<file path="config.mk">
export PLATFORM = sky130hd
export DESIGN_NAME = trap_ctl
export DESIGN_NICKNAME = d
export VERILOG_FILES = /design/src/rtl/trap_ctl_pkg.sv /design/src/rtl/trap_ctl_ctrl.sv /design/src/rtl/trap_ctl_dp.sv /design/src/rtl/trap_ctl.sv
export SDC_FILE = /design/constraint.sdc
export NUM_CORES = 1
export LEC_CHECK = 0
export BUFFER_PORTS_ARGS = -buffer_cell sky130_fd_sc_hd__buf_2
export CAP_MARGIN = 30
export CORE_UTILIZATION = 40
export DETAILED_ROUTE_END_ITERATION = 12
export GPL_ROUTABILITY_DRIVEN = 1
export PLACE_DENSITY = 0.63
export REMOVE_ABC_BUFFERS = 1
export SYNTH_ARGS = -nofsm -noshare
export SYNTH_HDL_FRONTEND = slang
export SYNTH_HIERARCHICAL = 1
export SYNTH_SLANG_ARGS = --single-unit
</file>
<file path="constraint.sdc">
create_clock -name clk -period 4.9 [get_ports clk]
set_input_delay 0.49 -clock clk [delete_from_list [all_inputs] [get_ports clk]]
set_output_delay 0.49 -clock clk [all_outputs]
set_load 0.01 [all_outputs]
</file>
<file path="src/rtl/trap_ctl_pkg.sv">
package trap_ctl_pkg;

  localparam int unsigned MSR_W = 64;

  typedef enum logic [2:0] {
    OP_PLAIN  = 3'd0,
    OP_HALT   = 3'd1,
    OP_RDMSR  = 3'd2,
    OP_WRMSR  = 3'd3,
    OP_WRMSRD = 3'd4,
    OP_RETINT = 3'd5,
    OP_RDSPR  = 3'd6,
    OP_WRSPR  = 3'd7
  } opClassT;

  typedef struct packed {
    logic commit;
    logic takeTrap;
    logic causePriv;
    logic causeIllegal;
  } stepCtlT;

  // state word bit positions (bit 0 = least significant)
  localparam int unsigned B_LE    = 0;
  localparam int unsigned B_RI    = 1;
  localparam int unsigned B_PMM   = 2;
  localparam int unsigned B_DR    = 4;
  localparam int unsigned B_IR    = 5;
  localparam int unsigned B_FE1   = 8;
  localparam int unsigned B_FE0   = 11;
  localparam int unsigned B_FP    = 13;
  localparam int unsigned B_USER  = 14;
  localparam int unsigned B_EE    = 15;
  localparam int unsigned B_CPRIV = 18;
  localparam int unsigned B_CILL  = 19;
  localparam int unsigned B_VSX   = 23;
  localparam int unsigned B_VEC   = 25;
  localparam int unsigned B_TM    = 32;
  localparam int unsigned B_TS0   = 33;
  localparam int unsigned B_TS1   = 34;
  localparam int unsigned B_SF    = 63;

  function automatic logic [MSR_W-1:0] bitAt(input int unsigned pos);
    logic [MSR_W-1:0] v;
    v = '0;
    v[pos] = 1'b1;
    return v;
  endfunction

  function automatic logic [MSR_W-1:0] trapClearMask();
    return bitAt(B_RI) | bitAt(B_PMM) | bitAt(B_DR) | bitAt(B_IR) |
           bitAt(B_FE1) | bitAt(B_FE0) | bitAt(B_FP) | bitAt(B_USER) |
           bitAt(B_EE) | bitAt(B_VSX) | bitAt(B_VEC) | bitAt(B_TM) |
           bitAt(B_TS0) | bitAt(B_TS1);
  endfunction

  function automatic logic [MSR_W-1:0] trapSetMask();
    return bitAt(B_SF) | bitAt(B_LE);
  endfunction

endpackage

</file>
<file path="src/rtl/trap_ctl_ctrl.sv">
module trap_ctl_ctrl
  import trap_ctl_pkg::*;
(
  input  logic    clk,
  input  logic    rstN,
  input  logic    execValid,
  input  opClassT opClass,
  input  logic    sprHigh,
  input  logic    illegalOp,
  input  logic    userMode,
  output stepCtlT stepCtl,
  output logic    haltedQ
);

  logic isPriv;
  logic live;
  logic privFault;
  logic haltNow;
  logic illFault;

  always_comb begin
    unique case (opClass)
      OP_HALT, OP_RDMSR, OP_WRMSR, OP_WRMSRD, OP_RETINT: isPriv = 1'b1;
      OP_RDSPR, OP_WRSPR:                                isPriv = sprHigh;
      default:                                           isPriv = 1'b0;
    endcase
  end

  assign live      = execValid && !haltedQ;
  assign privFault = live && isPriv && userMode;
  assign haltNow   = live && !privFault && (opClass == OP_HALT);
  assign illFault  = live && !privFault && !haltNow && illegalOp;

  always_comb begin
    stepCtl              = '0;
    stepCtl.commit       = live;
    stepCtl.takeTrap     = privFault || illFault;
    stepCtl.causePriv    = privFault;
    stepCtl.causeIllegal = illFault;
  end

  always_ff @(posedge clk or negedge rstN) begin
    if (!rstN) haltedQ <= 1'b0;
    else if (haltNow) haltedQ <= 1'b1;
  end

endmodule

</file>
<file path="src/rtl/trap_ctl_dp.sv">
module trap_ctl_dp
  import trap_ctl_pkg::*;
#(
  parameter int unsigned ADDR_W = 64,
  parameter logic [ADDR_W-1:0] VECTOR = 'h700
) (
  input  logic              clk,
  input  logic              rstN,
  input  stepCtlT           stepCtl,
  input  logic [ADDR_W-1:0] curPc,
  input  logic [MSR_W-1:0]  curMsr,
  output logic [ADDR_W-1:0] nextPc,
  output logic [MSR_W-1:0]  msrOut,
  output logic [ADDR_W-1:0] saveAddr,
  output logic [MSR_W-1:0]  saveMsr,
  output logic [1:0]        trapCause
);

  localparam logic [MSR_W-1:0]  CLR_MASK = trapClearMask();
  localparam logic [MSR_W-1:0]  SET_MASK = trapSetMask();
  localparam logic [ADDR_W-1:0] STEP     = ADDR_W'(4);

  logic [MSR_W-1:0] forcedMsr;
  logic [MSR_W-1:0] causeBits;

  for (genvar i = 0; i < MSR_W; i++) begin : g_force
    if (SET_MASK[i]) begin : g_set
      assign forcedMsr[i] = 1'b1;
    end else if (CLR_MASK[i]) begin : g_clr
      assign forcedMsr[i] = 1'b0;
    end else begin : g_keep
      assign forcedMsr[i] = curMsr[i];
    end
  end

  always_comb begin
    causeBits = '0;
    causeBits[B_CPRIV] = stepCtl.causePriv;
    causeBits[B_CILL]  = stepCtl.causeIllegal;
  end

  always_ff @(posedge clk or negedge rstN) begin
    if (!rstN) begin
      nextPc    <= '0;
      msrOut    <= '0;
      saveAddr  <= '0;
      saveMsr   <= '0;
      trapCause <= '0;
    end else if (stepCtl.commit) begin
      trapCause <= {stepCtl.causeIllegal, stepCtl.causePriv};
      if (stepCtl.takeTrap) begin
        nextPc   <= VECTOR;
        msrOut   <= forcedMsr;
        saveAddr <= curPc;
        saveMsr  <= curMsr | causeBits;
      end else begin
        nextPc   <= curPc + STEP;
        msrOut   <= curMsr;
      end
    end
  end

endmodule

</file>
<file path="src/rtl/trap_ctl.sv">
module trap_ctl
  import trap_ctl_pkg::*;
#(
  parameter int unsigned ADDR_W = 64,
  parameter logic [ADDR_W-1:0] VECTOR = 'h700
) (
  input  logic              clk,
  input  logic              rstN,
  input  logic              execValid,
  input  logic [2:0]        opClass,
  input  logic              sprHigh,
  input  logic              illegalOp,
  input  logic [ADDR_W-1:0] curPc,
  input  logic [63:0]       curMsr,
  output logic [ADDR_W-1:0] nextPc,
  output logic [63:0]       msrOut,
  output logic [ADDR_W-1:0] saveAddr,
  output logic [63:0]       saveMsr,
  output logic [1:0]        trapCause,
  output logic              halted
);

  stepCtlT stepCtl;

  trap_ctl_ctrl ctrl_i (
    .clk       (clk),
    .rstN      (rstN),
    .execValid (execValid),
    .opClass   (opClassT'(opClass)),
    .sprHigh   (sprHigh),
    .illegalOp (illegalOp),
    .userMode  (curMsr[B_USER]),
    .stepCtl   (stepCtl),
    .haltedQ   (halted)
  );

  trap_ctl_dp #(.ADDR_W(ADDR_W), .VECTOR(VECTOR)) dp_i (
    .clk       (clk),
    .rstN      (rstN),
    .stepCtl   (stepCtl),
    .curPc     (curPc),
    .curMsr    (curMsr),
    .nextPc    (nextPc),
    .msrOut    (msrOut),
    .saveAddr  (saveAddr),
    .saveMsr   (saveMsr),
    .trapCause (trapCause)
  );

endmodule

</file>
# == Yosys cells after proc, flatten, opt, wreduce, memory -nomap -nowiden ==
# Index checks and enable logic that the tools add are counted.
# totals
regBits,259
input_bits,136
output_inout_bits,259
wordCells,32
# op_classes
n_addsub,1
eq_ne,7
mux,3
n_bitwise,1
reduce_logical,14
# ops
operator,n
64-bit two-way mux,2
"64-bit by 3-bit adder with 64-bit output, second input constant",1
64-bit by 20-bit bitwise OR with 64-bit output,1
"3-bit equality test, second input constant",4
1-bit logical AND,7
"3-bit by 2-bit equality test with 1-bit output, second input constant",2
5-bit OR reduction,1
"3-bit by 1-bit equality test with 1-bit output, second input constant",1
1-bit logical NOT,3
1-bit one-hot mux with 2 select lines,1
2-bit AND reduction,1
2-bit OR reduction,1
1-bit logical OR,1

# == Logic depth before layout (Yosys ltp) ==
# Gate-level depths: netlist of the first run.
# logic_depth
depth_word,13
ltp_mapped,10
ltp_nobuf,9

# == Modules after synthesis ==
# The synthesis of the first run kept the hierarchy.
# modules_own_cells
mod,n_inst,cells_each,area_each_um2,seq_area_each_um2
trap_ctl_dp,1,884,11160.7,6456.2
trap_ctl_ctrl,1,16,146.4,25.0

# == Worst setup path after synthesis of the first run ==
# No wires, ideal clock.
# synth_path
path_kind,input -> register
startpoint,input port opClass[1]
endpoint,register dp_i.saveAddr[11]
setup_time_ns,0.125
arrival_time_ns,2.562
required_ns,4.775
slack_ns,2.214
stages,9
n_path_buf,3
path_cell_list,ha_1 a21o_1 o21ai_1 a21oi_2 clkbuf_1 nand2_1 clkbuf_1 clkbuf_1 mux2_2
# synth_lines
item,line,text
from (decl),trap_ctl.sv:10,"input logic [2:0] opClass,"
to (signal assigned),trap_ctl_dp.sv:54,saveAddr <= curPc;
to (decl),trap_ctl_dp.sv:14,"output logic [ADDR_W-1:0] saveAddr,"

==> results of run 1 <==
==> state kept, by name (all words and copies together) (netlist names) <==
| signal | count |
|---|---|
| dp_i/msrOut | 64 |
| dp_i/nextPc | 64 |
| dp_i/saveAddr | 64 |
| dp_i/saveMsr | 64 |
| dp_i/trapCause | 2 |
| ctrl_i/haltedQ | 1 |
==> synth_stat cells, types with 5 or more instances <==
master / count / area (µm²)
sky130_fd_sc_hd__o31ai_1: 7 / 52.6
sky130_fd_sc_hd__nand3_1: 31 / 155
sky130_fd_sc_hd__clkbuf_1: 46 / 173
sky130_fd_sc_hd__xor2_1: 22 / 193
sky130_fd_sc_hd__a21oi_1: 5 / 25.0
sky130_fd_sc_hd__nand2_1: 45 / 169
sky130_fd_sc_hd__or4_1: 6 / 45.0
sky130_fd_sc_hd__inv_1: 24 / 90.1
sky130_fd_sc_hd__nand3b_1: 19 / 143
sky130_fd_sc_hd__and4_1: 10 / 87.6
sky130_fd_sc_hd__o211ai_1: 5 / 37.5
sky130_fd_sc_hd__nand4_1: 24 / 150
sky130_fd_sc_hd__a22o_1: 29 / 254
sky130_fd_sc_hd__mux2i_1: 5 / 50.1
sky130_fd_sc_hd__nor2_1: 21 / 78.8
sky130_fd_sc_hd__dfrtp_1: 259 / 6480
sky130_fd_sc_hd__nor3_1: 16 / 80.1
sky130_fd_sc_hd__xnor2_1: 18 / 158
sky130_fd_sc_hd__buf_1: 9 / 33.8
sky130_fd_sc_hd__and3_1: 11 / 68.8
sky130_fd_sc_hd__nor4_1: 23 / 144
sky130_fd_sc_hd__mux2_2: 172 / 1940
sky130_fd_sc_hd__o21ai_0: 25 / 125
==> worst reg2reg max path, delay by kind of cell (launching register included) <==
family,cells,cell delay [ns]
and+or+nand+nor,4,1.64
AOI/OAI and AO/OA,1,0.49
DFF,1,0.39
==> metal layers <==
metal  wire (µm)  GRT usage [%]
met4         903           6.62
met1       13400           27.6
met5          13              0
met2       15600           38.2
met3        2760           6.35
==> layout make-up <==
cell class / instances / area [µm²]
clock buffer: 43 / 838
inverter: 25 / 96.3
fill: 2536 / 13200
multi-input combinational: 557 / 4520
clock inverter: 6 / 88.8
timing repair buffer: 401 / 2060
sequential: 259 / 6480
antenna: 1 / 2.50
tap: 378 / 473
==> cell families (layout without fill, tap and decap cells) <==
group | count (synthesis) | in the layout | synth area share, %
other cells | 0 | 1 | 0
fa+ha+maj | 2 | 2 | 0.221
flops | 259 | 259 | 57.3
buf+inv | 84 | 475 | 2.90
simple gates | 236 | 236 | 12.1
xor+xnor | 40 | 40 | 3.10
compound gates | 102 | 102 | 6.76
mux | 177 | 177 | 17.6
==> worst paths after layout <==
path / startpoint / endpoint / slack (ns) / depth (start not counted)
setup / recovery: ctrl_i/haltedQ / dp_i/nextPc[62] / 2.26 / 5
min in group clk: curMsr[63] / dp_i/msrOut[63] / 0.17 / 2
hold reg to reg: dp_i/nextPc[20] / dp_i/nextPc[20] / 0.48 / 2
setup reg to reg: ctrl_i/haltedQ / dp_i/nextPc[62] / 2.26 / 5
hold / removal: rstN / dp_i/trapCause[1] / -0.005 / 1
max in group asynchronous: rstN / dp_i/saveMsr[21] / 3.71 / 2
==> per-stage QoR <==
| step | setup WS, ns | utilization [%] | hold slack (ns) |
|---|---|---|---|
| 3_5_place_dp | 1.79 | 49.1 | 0.468 |
| 3_3_place_gp | 1.83 | 49.1 | 0.462 |
| 4_1_cts | 2.23 | 52.4 | 0.0102 |
| 2_1_floorplan | -1.73 | - | 0.194 |
| 5_1_grt | 2.05 | 52.4 | 0.0480 |
| 6_report | 2.26 | 52.4 | -0.00523 |
==> power by group <==
| part | internal (W) | leakage (nW) | total, W | switching (W) |
|---|---|---|---|---|
| logic | 0.00137 | 3.26 | 0.00280 | 0.00144 |
| registers | 0.00309 | 3.10 | 0.00356 | 0.000476 |
| clock network | 0.00128 | 0.447 | 0.00214 | 0.000860 |
==> impl_metrics.prom, run 1 <==
# TYPE chip_impl_metric gauge
chip_impl_info{name="outcome",value="complete, but fails checks"} 1
chip_impl_info{name="failed_checks",value="negative hold slack"} 1
chip_impl_metric{name="postCtsSetupRepairBufs",unit=""} 0
chip_impl_metric{name="max_freq",unit="MHz"} 378
chip_impl_info{name="hold_class",value="in2async"} 1
chip_impl_metric{name="placed_area",unit="mm²"} 0.0136
chip_impl_metric{name="vdd.ir_drop.worst",unit="mV"} 0.407
chip_impl_metric{name="detailedRoute.firstPassIterationCount",unit=""} 5
chip_impl_metric{name="non_filler_instances",unit=""} 1670
chip_impl_metric{name="cts_buffers",unit=""} 29
chip_impl_metric{name="grt_start_max_net_pins",unit=""} 113
chip_impl_metric{name="power-per-cell-area",unit="mW/mm²"} 584
chip_impl_metric{name="area_growth_syn_to_layout",unit="%"} 28.8
chip_impl_metric{name="hold_viol",unit=""} 6
chip_impl_metric{name="finalNetCount",unit=""} 1411
chip_impl_metric{name="wl",unit="mm"} 32.7
chip_impl_info{name="critPathCaptureType",value="flip-flop"} 1
chip_impl_metric{name="yosys_register_bits",unit=""} 259
chip_impl_metric{name="cts_num_sinks",unit=""} 259
chip_impl_metric{name="drive_above_1_share",unit="%"} 48.8
chip_impl_metric{name="grt_pass1_vias",unit=""} 8873
chip_impl_metric{name="max_cap_viol_count",unit=""} 0
chip_impl_metric{name="power.static_leakage",unit="nW"} 6.80
chip_impl_metric{name="final.period_utilization",unit="%"} 54.0
chip_impl_metric{name="gr-total-overflow",unit=""} 0
chip_impl_info{name="root_buffer",value="sky130_fd_sc_hd__clkbuf_16"} 1
chip_impl_metric{name="syn_area",unit="mm²"} 0.0113
chip_impl_info{name="rsz0062_at_grt",value="no"} 1
chip_impl_metric{name="io-pin-count",unit=""} 395
chip_impl_metric{name="placement_rows",unit=""} 61
chip_impl_info{name="standard_cell_with_the_maximum_stage_delay_on_the_critical_path",value="sky130_fd_sc_hd__nand2b_1"} 1
chip_impl_metric{name="async_reset_ff_share",unit="%"} 100
chip_impl_metric{name="worst_path_largest_cell_delay",unit="ns"} 0.71
chip_impl_info{name="most-common-layout-cells",value="sky130_fd_sc_hd__buf_2, sky130_fd_sc_hd__dfrtp_1, sky130_fd_sc_hd__mux2_2, sky130_fd_sc_hd__nand2_1, sky130_fd_sc_hd__nand3_1"} 1
chip_impl_metric{name="yosys_warnings",unit=""} 6
chip_impl_metric{name="drc",unit=""} 0
chip_impl_metric{name="cp.buffers_inverters",unit=""} 0
chip_impl_metric{name="floorplan.die_area",unit="mm²"} 0.0289
chip_impl_metric{name="grt_first_pass_wirelength",unit="mm"} 50.6
chip_impl_metric{name="synth.avg_cell_area",unit="µm²"} 12.6
chip_impl_metric{name="die_w",unit="µm"} 170
chip_impl_metric{name="routed-via-count",unit=""} 8781
chip_impl_metric{name="post-layout-total-power",unit="W"} 0.00850
chip_impl_info{name="path_class",value="reg2reg"} 1
chip_impl_metric{name="edff_count_synth",unit=""} 0
chip_impl_metric{name="slew_headroom",unit="%"} 34.0
chip_impl_metric{name="critPathArrivalTime",unit="ns"} 3.06
chip_impl_metric{name="final.setup_skew",unit="ns"} 0.00866
chip_impl_metric{name="detail_route.wl_per_cell",unit="µm"} 19.6
chip_impl_metric{name="final_area",unit="mm²"} 0.0146
chip_impl_info{name="cp_cell_sequence",value="nand2b_1, a21oi_4, nand2b_1, nor4_1, or4_1"} 1
chip_impl_metric{name="clk_slew_on_worst_s_h_paths",unit="ns"} 0.06
chip_impl_metric{name="worst-path-max-fanout",unit=""} 16
chip_impl_metric{name="hpwl",unit="mm"} 23.3
chip_impl_info{name="cts_tree",value="built"} 1
chip_impl_metric{name="worstPathRequired",unit="ns"} 5.31
chip_impl_metric{name="drt_iter0_drcs",unit=""} 489
chip_impl_info{name="critPathMostFrequentCell",value="sky130_fd_sc_hd__nand2b_1"} 1
chip_impl_metric{name="worstMarginPinSlew",unit="ns"} 0.980
chip_impl_metric{name="grt_antenna_before_repair",unit=""} 2
chip_impl_metric{name="gpl.final_weighted_congestion",unit=""} 0.843
chip_impl_metric{name="hold_buffers",unit=""} 0
chip_impl_metric{name="dp_cells",unit=""} 1620
chip_impl_metric{name="worst_hold_slack",unit="ns"} -0.00523
chip_impl_metric{name="effective_utilization_at_floorplan",unit="%"} 40.7
chip_impl_info{name="worst_setup_path_start_kind",value="flip-flop"} 1
chip_impl_metric{name="h-tree-depth",unit=""} 1
chip_impl_metric{name="vias_per_cell",unit=""} 5.26
chip_impl_metric{name="ys_seq_area_share",unit="%"} 57.3
chip_impl_metric{name="design.core.area",unit="mm²"} 0.0278
chip_impl_metric{name="finalCriticalPeriod",unit="ns"} 2.64
chip_impl_metric{name="post_cts.resized_instances",unit=""} 0
chip_impl_metric{name="clock_insertion_delay_worst_skew",unit="ns"} 0.55
chip_impl_metric{name="number_of_buffer_cells_added_on_primary_ports",unit=""} 394
chip_impl_metric{name="timing.setup.tns",unit="ns"} 0
chip_impl_metric{name="report.final.setup_viol",unit=""} 0
chip_impl_info{name="final_common_cell",value="sky130_fd_sc_hd__buf_2"} 1
chip_impl_metric{name="slew_violations",unit=""} 0
chip_impl_metric{name="clock_tree.buffer_depth",unit=""} 3
chip_impl_metric{name="synth_cell_types",unit=""} 63
chip_impl_metric{name="grt_usage",unit="%"} 22.5
chip_impl_info{name="yosys_most_used_dff",value="sky130_fd_sc_hd__dfrtp_1"} 1
chip_impl_metric{name="synthCells",unit=""} 900
chip_impl_metric{name="die_height",unit="µm"} 170
chip_impl_metric{name="antenna_violating_nets_post_route",unit=""} 0
chip_impl_info{name="crit_path_max_delay_family",value="simple AND/OR/NAND/NOR gates"} 1
(Power assumes the default switching activity.)
==> run 2, diff against run 1 <==
- ABC_AREA: not set -> 1
- PLACE_DENSITY: 0.63 -> 0.66
- clock period: 4.9 -> 2.3 ns (I/O delays scaled with it)
==> impl_metrics.prom, run 2 <==
# TYPE chip_impl_metric gauge
chip_impl_metric{name="synth_cell_types",unit=""} 29
chip_impl_info{name="post_synth_most_frequent_cells",value="sky130_fd_sc_hd__nand2_1, sky130_fd_sc_hd__dfrtp_1, sky130_fd_sc_hd__o21ai_0, sky130_fd_sc_hd__inv_1, sky130_fd_sc_hd__nor2_1"} 1
chip_impl_metric{name="cp_num_cells",unit=""} 8
chip_impl_metric{name="detailedRoute.firstPassIterationCount",unit=""} 5
chip_impl_info{name="hold_class",value="in2reg"} 1
chip_impl_metric{name="placement_rows",unit=""} 61
chip_impl_metric{name="worstMarginPinSlew",unit="ns"} 0.662
chip_impl_info{name="standard_cell_with_the_maximum_stage_delay_on_the_critical_path",value="sky130_fd_sc_hd__dfrtp_1"} 1
chip_impl_metric{name="hpwl",unit="mm"} 28.7
chip_impl_metric{name="register_area",unit="mm²"} 0.00648
chip_impl_metric{name="fin_util",unit="%"} 56.5
chip_impl_metric{name="slew_headroom",unit="%"} 55.9
chip_impl_metric{name="dp_worst_setup_slack",unit="ns"} 0.287
chip_impl_metric{name="edff_count_synth",unit=""} 0
chip_impl_metric{name="wl",unit="mm"} 38.8
chip_impl_info{name="yosys_most_used_dff",value="sky130_fd_sc_hd__dfrtp_1"} 1
chip_impl_metric{name="area_growth_syn_to_layout",unit="%"} 37.4
chip_impl_info{name="final_common_cell",value="sky130_fd_sc_hd__nand2_1"} 1
chip_impl_metric{name="die_w",unit="µm"} 172
chip_impl_metric{name="nFillCells",unit=""} 2607
chip_impl_info{name="yosys-top-cells-area",value="sky130_fd_sc_hd__dfrtp_1, sky130_fd_sc_hd__nand2_1, sky130_fd_sc_hd__o21ai_0"} 1
chip_impl_metric{name="layout_setup_ws",unit="ns"} 0.477
chip_impl_metric{name="yosys_register_bits",unit=""} 259
chip_impl_info{name="cts_tree",value="built"} 1
chip_impl_metric{name="effective_utilization_at_floorplan",unit="%"} 41.1
chip_impl_metric{name="worst_path_largest_cell_delay",unit="ns"} 0.38
chip_impl_metric{name="reg2reg_depth",unit=""} 8
chip_impl_metric{name="finalCriticalPeriod",unit="ns"} 1.82
chip_impl_metric{name="cts_buffers",unit=""} 28
chip_impl_metric{name="design.core.area",unit="mm²"} 0.0282
chip_impl_metric{name="gpl.final_weighted_congestion",unit=""} 0.943
chip_impl_metric{name="ys_seq_area_share",unit="%"} 56.0
chip_impl_metric{name="clk_slew_on_worst_s_h_paths",unit="ns"} 0.06
chip_impl_metric{name="grt_first_pass_wirelength",unit="mm"} 58.9
chip_impl_metric{name="max_cap_viol_count",unit=""} 0
chip_impl_metric{name="gr-total-overflow",unit=""} 0
chip_impl_metric{name="synth.avg_cell_area",unit="µm²"} 7.96
chip_impl_info{name="outcome",value="finished clean"} 1
chip_impl_metric{name="report.final.setup_viol",unit=""} 0
chip_impl_metric{name="grt_antenna_before_repair",unit=""} 0
chip_impl_metric{name="syn_area",unit="mm²"} 0.0116
chip_impl_metric{name="grt_start_max_net_pins",unit=""} 89
chip_impl_info{name="cp_cell_sequence",value="inv_2, nand2_2, inv_1, buf_4, nand2_4, buf_4, nand2_1, o21ai_0"} 1
chip_impl_metric{name="clock_tree.buffer_depth",unit=""} 3
chip_impl_metric{name="worst-path-max-fanout",unit=""} 44
chip_impl_metric{name="grt_pass1_vias",unit=""} 11000
chip_impl_metric{name="drc",unit=""} 0
chip_impl_metric{name="die_height",unit="µm"} 172
chip_impl_info{name="path_class",value="reg2reg"} 1
chip_impl_metric{name="routed-via-count",unit=""} 11300
chip_impl_info{name="post-synth-top-count-cell",value="sky130_fd_sc_hd__nand2_1"} 1
chip_impl_metric{name="antenna_violating_nets_post_route",unit=""} 0
chip_impl_metric{name="worst_hold_slack",unit="ns"} 0.0141
chip_impl_metric{name="worst_hold_depth",unit=""} 3
chip_impl_info{name="most-common-layout-cells",value="sky130_fd_sc_hd__nand2_1, sky130_fd_sc_hd__buf_2, sky130_fd_sc_hd__dfrtp_1, sky130_fd_sc_hd__o21ai_0, sky130_fd_sc_hd__inv_1"} 1
chip_impl_metric{name="power.static_leakage",unit="nW"} 9.12
chip_impl_metric{name="floorplan.die_area",unit="mm²"} 0.0296
chip_impl_metric{name="detail_route.wl_per_cell",unit="µm"} 16.7
chip_impl_metric{name="grt_usage",unit="%"} 25.8
chip_impl_metric{name="finalNetCount",unit=""} 2071
chip_impl_metric{name="async_reset_ff_share",unit="%"} 100
chip_impl_metric{name="multi_input_comb_area",unit="mm²"} 0.00423
chip_impl_info{name="netlist.top_cell.by_area",value="sky130_fd_sc_hd__dfrtp_1"} 1
chip_impl_metric{name="worstPathRequired",unit="ns"} 2.71
chip_impl_metric{name="drive_above_1_share",unit="%"} 24.9
chip_impl_metric{name="vias_per_cell",unit=""} 4.83
chip_impl_info{name="root_buffer",value="sky130_fd_sc_hd__clkbuf_16"} 1
chip_impl_metric{name="final.period_utilization",unit="%"} 79.3
chip_impl_metric{name="hold_viol",unit=""} 0
chip_impl_metric{name="clock_insertion_delay_worst_skew",unit="ns"} 0.54
chip_impl_metric{name="synth.top_cell.area_share",unit="%"} 56.0
chip_impl_metric{name="number_of_buffer_cells_added_on_primary_ports",unit=""} 394
chip_impl_metric{name="vdd.ir_drop.worst",unit="mV"} 0.534
chip_impl_metric{name="drt_iter0_drcs",unit=""} 698
chip_impl_metric{name="cts_num_sinks",unit=""} 259
chip_impl_metric{name="slew_violations",unit=""} 0
chip_impl_metric{name="final.setup_skew",unit="ns"} 0.0101
chip_impl_info{name="rsz0062_at_grt",value="no"} 1
chip_impl_metric{name="power-per-cell-area",unit="mW/mm²"} 604
chip_impl_info{name="critPathCaptureType",value="flip-flop"} 1
chip_impl_info{name="crit_path_max_delay_family",value="buffers and inverters"} 1
chip_impl_metric{name="io-pin-count",unit=""} 395
chip_impl_metric{name="critPathArrivalTime",unit="ns"} 2.23
chip_impl_info{name="worst_setup_path_start_kind",value="flip-flop"} 1
chip_impl_info{name="critPathMostFrequentCell",value="sky130_fd_sc_hd__buf_4"} 1
chip_impl_metric{name="max_freq",unit="MHz"} 548
chip_impl_metric{name="timing.setup.tns",unit="ns"} 0
chip_impl_metric{name="h-tree-depth",unit=""} 1
chip_impl_metric{name="cp.buffers_inverters",unit=""} 4
chip_impl_metric{name="synthCells",unit=""} 1455
chip_impl_metric{name="yosys_warnings",unit=""} 6
run 2: power by group:
group | leakage (nW) | switching, W | internal [W]
combinational | 5.06 | 0.000358 | 0.000254
sequential | 3.62 | 0 | 0.00456
clock | 0.446 | 0.00183 | 0.00261
total | 9.12 | 0.00219 | 0.00742
run 2: logic make-up after synthesis:
logic type / count (synthesis) / share of synthesized area, %
flip-flops: 259 / 56.0
adder cells (fa/ha/maj): 2 / 0.216
XOR/XNOR: 2 / 0.151
AND/OR/NAND/NOR: 704 / 24.6
buffers and inverters: 228 / 7.61
AO/OA/AOI/OAI: 260 / 11.4
run 2: worst paths after layout:
| kind | startpoint | end | slack (ns) |
|---|---|---|---|
| setup / recovery | ctrl_i/haltedQ | dp_i/saveMsr[59] | 0.48 |
| setup reg to reg | ctrl_i/haltedQ | dp_i/saveMsr[59] | 0.48 |
| hold reg to reg | dp_i/trapCause[0] | dp_i/trapCause[0] | 0.47 |
| min in group asynchronous | rstN | dp_i/saveMsr[21] | 0.32 |
| max in group asynchronous | rstN | dp_i/saveAddr[57] | 1.27 |
| hold / removal | curPc[57] | dp_i/saveAddr[57] | 0.01 |
run 2: worst register-to-register path: stages (launching register included):
cell and delay, ns:
sky130_fd_sc_hd__dfrtp_1 0.38, sky130_fd_sc_hd__inv_2 0.07, sky130_fd_sc_hd__nand2_2 0.08, sky130_fd_sc_hd__inv_1 0.24, sky130_fd_sc_hd__buf_4 0.23, sky130_fd_sc_hd__nand2_4 0.15
sky130_fd_sc_hd__buf_4 0.32, sky130_fd_sc_hd__nand2_1 0.12, sky130_fd_sc_hd__o21ai_0 0.09
run 2: repair_timing:
item,CTS,global route
setup buffers,0,0
gates resized for setup,0,0
hold buffers,91,0
endpoints found under the hold margin,227,0
run 2: metal layers:
metal  vias up  wire length [µm]  global-route usage, %
met5         -                 0                      0
met4         0              1570                   10.9
met3        94              2810                   4.92
met2       445             18000                   42.6
met1      5212             16500                   33.1
li1       5509                 -                      -
run 2: final cells by class:
| class | count | area share [%] |
|---|---|---|
| clock buffers | 45 | 5.31 |
| repair buffers | 505 | 19.9 |
| inverters | 171 | 4.05 |
| flip-flops and latches | 259 | 40.7 |
| clock inverters | 5 | 0.409 |
| multi-input cells | 968 | 26.6 |
| well taps | 378 | 2.97 |
| diodes | 1 | 0.0157 |
run 2: metrics by stage:
step	total power, W	instances	instance area [µm²]
final	0.00961	2332	15900
after global routing	0.00993	2331	15900
after CTS	0.00971	2331	15900
after detailed placement	0.00513	2190	14100
after global placement	0.00512	2190	14100
after floorplan	0.00478	1398	11300
==> run 3, diff against run 2 <==
- clock period: 2.3 -> 1.63 ns (I/O delays scaled with it)
==> impl_metrics.prom, run 3 (same netlist as run 2, synthesis figures left out) <==
# TYPE chip_impl_metric gauge
chip_impl_metric{name="finalNetCount",unit=""} 2153
chip_impl_info{name="worst_hold_startpoint",value="curPc[33]"} 1
chip_impl_metric{name="clk_slew_on_worst_s_h_paths",unit="ns"} 0.06
chip_impl_info{name="critPathMostFrequentCell",value="sky130_fd_sc_hd__nor2_4"} 1
chip_impl_metric{name="worstMarginPinSlew",unit="ns"} 0.445
chip_impl_info{name="crit_path_max_delay_family",value="buffers and inverters"} 1
chip_impl_metric{name="non_filler_instances",unit=""} 2415
chip_impl_metric{name="worst-path-max-fanout",unit=""} 13
chip_impl_metric{name="cts_num_sinks",unit=""} 259
chip_impl_info{name="r2r-start",value="ctrl_i/haltedQ"} 1
chip_impl_info{name="hold_end",value="dp_i/saveAddr[33]"} 1
chip_impl_metric{name="h-tree-depth",unit=""} 1
chip_impl_info{name="root_buffer",value="sky130_fd_sc_hd__clkbuf_16"} 1
chip_impl_info{name="final_common_cell",value="sky130_fd_sc_hd__nand2_1"} 1
chip_impl_info{name="path_class",value="reg2reg"} 1
chip_impl_metric{name="finalCriticalPeriod",unit="ns"} 1.55
chip_impl_metric{name="worst_path_largest_cell_delay",unit="ns"} 0.38
chip_impl_metric{name="design.core.area",unit="mm²"} 0.0282
chip_impl_info{name="standard_cell_with_the_maximum_stage_delay_on_the_critical_path",value="sky130_fd_sc_hd__dfrtp_1"} 1
chip_impl_info{name="cts_tree",value="built"} 1
chip_impl_metric{name="cp_num_cells",unit=""} 9
chip_impl_metric{name="antenna_violating_nets_post_route",unit=""} 0
chip_impl_metric{name="routed-via-count",unit=""} 11700
chip_impl_metric{name="slew_headroom",unit="%"} 70.3
chip_impl_metric{name="gpl.final_weighted_congestion",unit=""} 0.882
chip_impl_metric{name="layout_setup_ws",unit="ns"} 0.0758
chip_impl_metric{name="dp_worst_setup_slack",unit="ns"} -0.149
chip_impl_metric{name="floorplan.die_area",unit="mm²"} 0.0296
chip_impl_metric{name="slew_violations",unit=""} 0
chip_impl_metric{name="wl",unit="mm"} 39.9
chip_impl_metric{name="placement_rows",unit=""} 61
chip_impl_metric{name="detail_route.wl_per_cell",unit="µm"} 16.5
chip_impl_metric{name="detailedRoute.firstPassIterationCount",unit=""} 5
chip_impl_metric{name="drive_above_1_share",unit="%"} 27.3
chip_impl_metric{name="final.setup_skew",unit="ns"} 0.0118
chip_impl_metric{name="max_cap_viol_count",unit=""} 0
chip_impl_metric{name="critPathArrivalTime",unit="ns"} 1.99
chip_impl_metric{name="power.static_leakage",unit="nW"} 9.62
chip_impl_metric{name="die_w",unit="µm"} 172
chip_impl_metric{name="worst_hold_depth",unit=""} 3
chip_impl_metric{name="max_freq",unit="MHz"} 643
chip_impl_metric{name="final_area",unit="mm²"} 0.0169
chip_impl_info{name="rsz0062_at_grt",value="yes"} 1
chip_impl_metric{name="grt_first_pass_wirelength",unit="mm"} 59.4
chip_impl_metric{name="die_height",unit="µm"} 172
chip_impl_metric{name="nFillCells",unit=""} 2505
chip_impl_metric{name="clock_insertion_delay_worst_skew",unit="ns"} 0.55
chip_impl_info{name="hold_class",value="in2reg"} 1
chip_impl_info{name="r2r_end",value="dp_i/nextPc[6]"} 1
chip_impl_metric{name="vias_per_cell",unit=""} 4.83
chip_impl_metric{name="hold_viol",unit=""} 0
chip_impl_metric{name="cts_buffers",unit=""} 29
chip_impl_metric{name="dp_cells",unit=""} 2227
chip_impl_metric{name="report.final.setup_viol",unit=""} 0
chip_impl_info{name="worst_setup_path_start_kind",value="flip-flop"} 1
chip_impl_metric{name="grt_start_max_net_pins",unit=""} 111
chip_impl_metric{name="grt_pass1_vias",unit=""} 11200
chip_impl_metric{name="vdd.ir_drop.worst",unit="mV"} 0.827
chip_impl_metric{name="io-pin-count",unit=""} 395
chip_impl_metric{name="grt_usage",unit="%"} 26.1
chip_impl_metric{name="final.period_utilization",unit="%"} 95.4
chip_impl_metric{name="cp.buffers_inverters",unit=""} 3
chip_impl_info{name="critPathCaptureType",value="flip-flop"} 1
chip_impl_metric{name="reg2reg_depth",unit=""} 9
chip_impl_metric{name="effective_utilization_at_floorplan",unit="%"} 41.1
chip_impl_metric{name="drt_iter0_drcs",unit=""} 735
chip_impl_info{name="cp_cell_sequence",value="inv_2, nand2_4, nor2_4, nand2_2, o21ai_4, nor2_4, buf_4, clkbuf_16, a32o_1"} 1
chip_impl_metric{name="number_of_buffer_cells_added_on_primary_ports",unit=""} 394
chip_impl_metric{name="r2r_slack",unit="ns"} 0.08
chip_impl_info{name="most-common-layout-cells",value="sky130_fd_sc_hd__nand2_1, sky130_fd_sc_hd__buf_2, sky130_fd_sc_hd__dfrtp_1, sky130_fd_sc_hd__o21ai_0, sky130_fd_sc_hd__inv_1"} 1
chip_impl_info{name="outcome",value="finished clean"} 1
chip_impl_metric{name="power-per-cell-area",unit="mW/mm²"} 844
chip_impl_metric{name="gr-total-overflow",unit=""} 0
chip_impl_metric{name="worst_hold_slack",unit="ns"} 0.0338
chip_impl_metric{name="area_growth_syn_to_layout",unit="%"} 46.4
chip_impl_metric{name="placed_area",unit="mm²"} 0.0145
chip_impl_metric{name="grt_antenna_before_repair",unit=""} 0
chip_impl_metric{name="hpwl",unit="mm"} 29.2
chip_impl_metric{name="worstPathRequired",unit="ns"} 2.07
chip_impl_metric{name="drc",unit=""} 0
chip_impl_metric{name="clock_tree.buffer_depth",unit=""} 3
## run 3: how the worst max path moves through the flow
stage	from	to	slack (ns)
global route	curPc[11]	dp_i/nextPc[42]	-0.01
floorplan	opClass[1]	dp_i/saveAddr[13]	-3.94
finish	ctrl_i/haltedQ	dp_i/nextPc[6]	0.08
CTS	ctrl_i/haltedQ	dp_i/nextPc[9]	0.03
global placement	opClass[1]	dp_i/nextPc[9]	-0.15
detailed placement	opClass[1]	dp_i/nextPc[9]	-0.15
## run 3: layout make-up
type	instances	area, µm²	share of cell area [%]
antenna	1	2.50	0.0148
clock buffer	39	853	5.04
clock inverter	13	179	1.06
inverter	171	644	3.80
multi-input combinational	968	4330	25.5
sequential	259	6480	38.2
tap	378	473	2.79
timing repair buffer	586	3990	23.5
## run 3: power by group
| part | total (W) | switching, W | internal (W) | leakage (nW) |
|---|---|---|---|---|
| clock | 0.00692 | 0.00264 | 0.00428 | 0.512 |
| combinational | 0.000956 | 0.000531 | 0.000425 | 5.49 |
| sequential | 0.00643 | 0 | 0.00643 | 3.62 |
| total | 0.0143 | 0.00317 | 0.0111 | 9.62 |
## run 3: per-stage QoR
stage / utilization, % / TNS, ns / power (W)
finish: 60.2 / 0 / 0.0143
global route: 60.2 / -0.0151 / 0.0148
CTS: 59.6 / 0 / 0.0145
detailed placement: 51.3 / -10.63 / 0.00723
global placement: 51.3 / -8.86 / 0.00723
floorplan: - / -602.91 / 0.00675
## run 3: timing repair
action                                  CTS  global route
gates resized for setup                   1            31
pin swaps                                 0             8
endpoints found under the setup margin   64            87
hold endpoints to repair                501             0
hold buffers                            131             0
cloned                                    0             1
setup buffers                             0             3
## run 3: metal layers
layer  track usage [%]  share of wire (%)  wire length, µm
met2              44.8                 48            19200
met3              4.90                7.1             2850
met4              9.73                3.3             1310
met5                 0                  0                0
met1              32.4                 41            16500
## run 3: worst reg2reg max path: stages, from the launching register on
cell and delay (ns):
sky130_fd_sc_hd__dfrtp_1 0.38, sky130_fd_sc_hd__inv_2 0.08, sky130_fd_sc_hd__nand2_4 0.08, sky130_fd_sc_hd__nor2_4 0.08
sky130_fd_sc_hd__nand2_2 0.07, sky130_fd_sc_hd__o21ai_4 0.10, sky130_fd_sc_hd__nor2_4 0.07, sky130_fd_sc_hd__buf_4 0.15
sky130_fd_sc_hd__clkbuf_16 0.18, sky130_fd_sc_hd__a32o_1 0.25
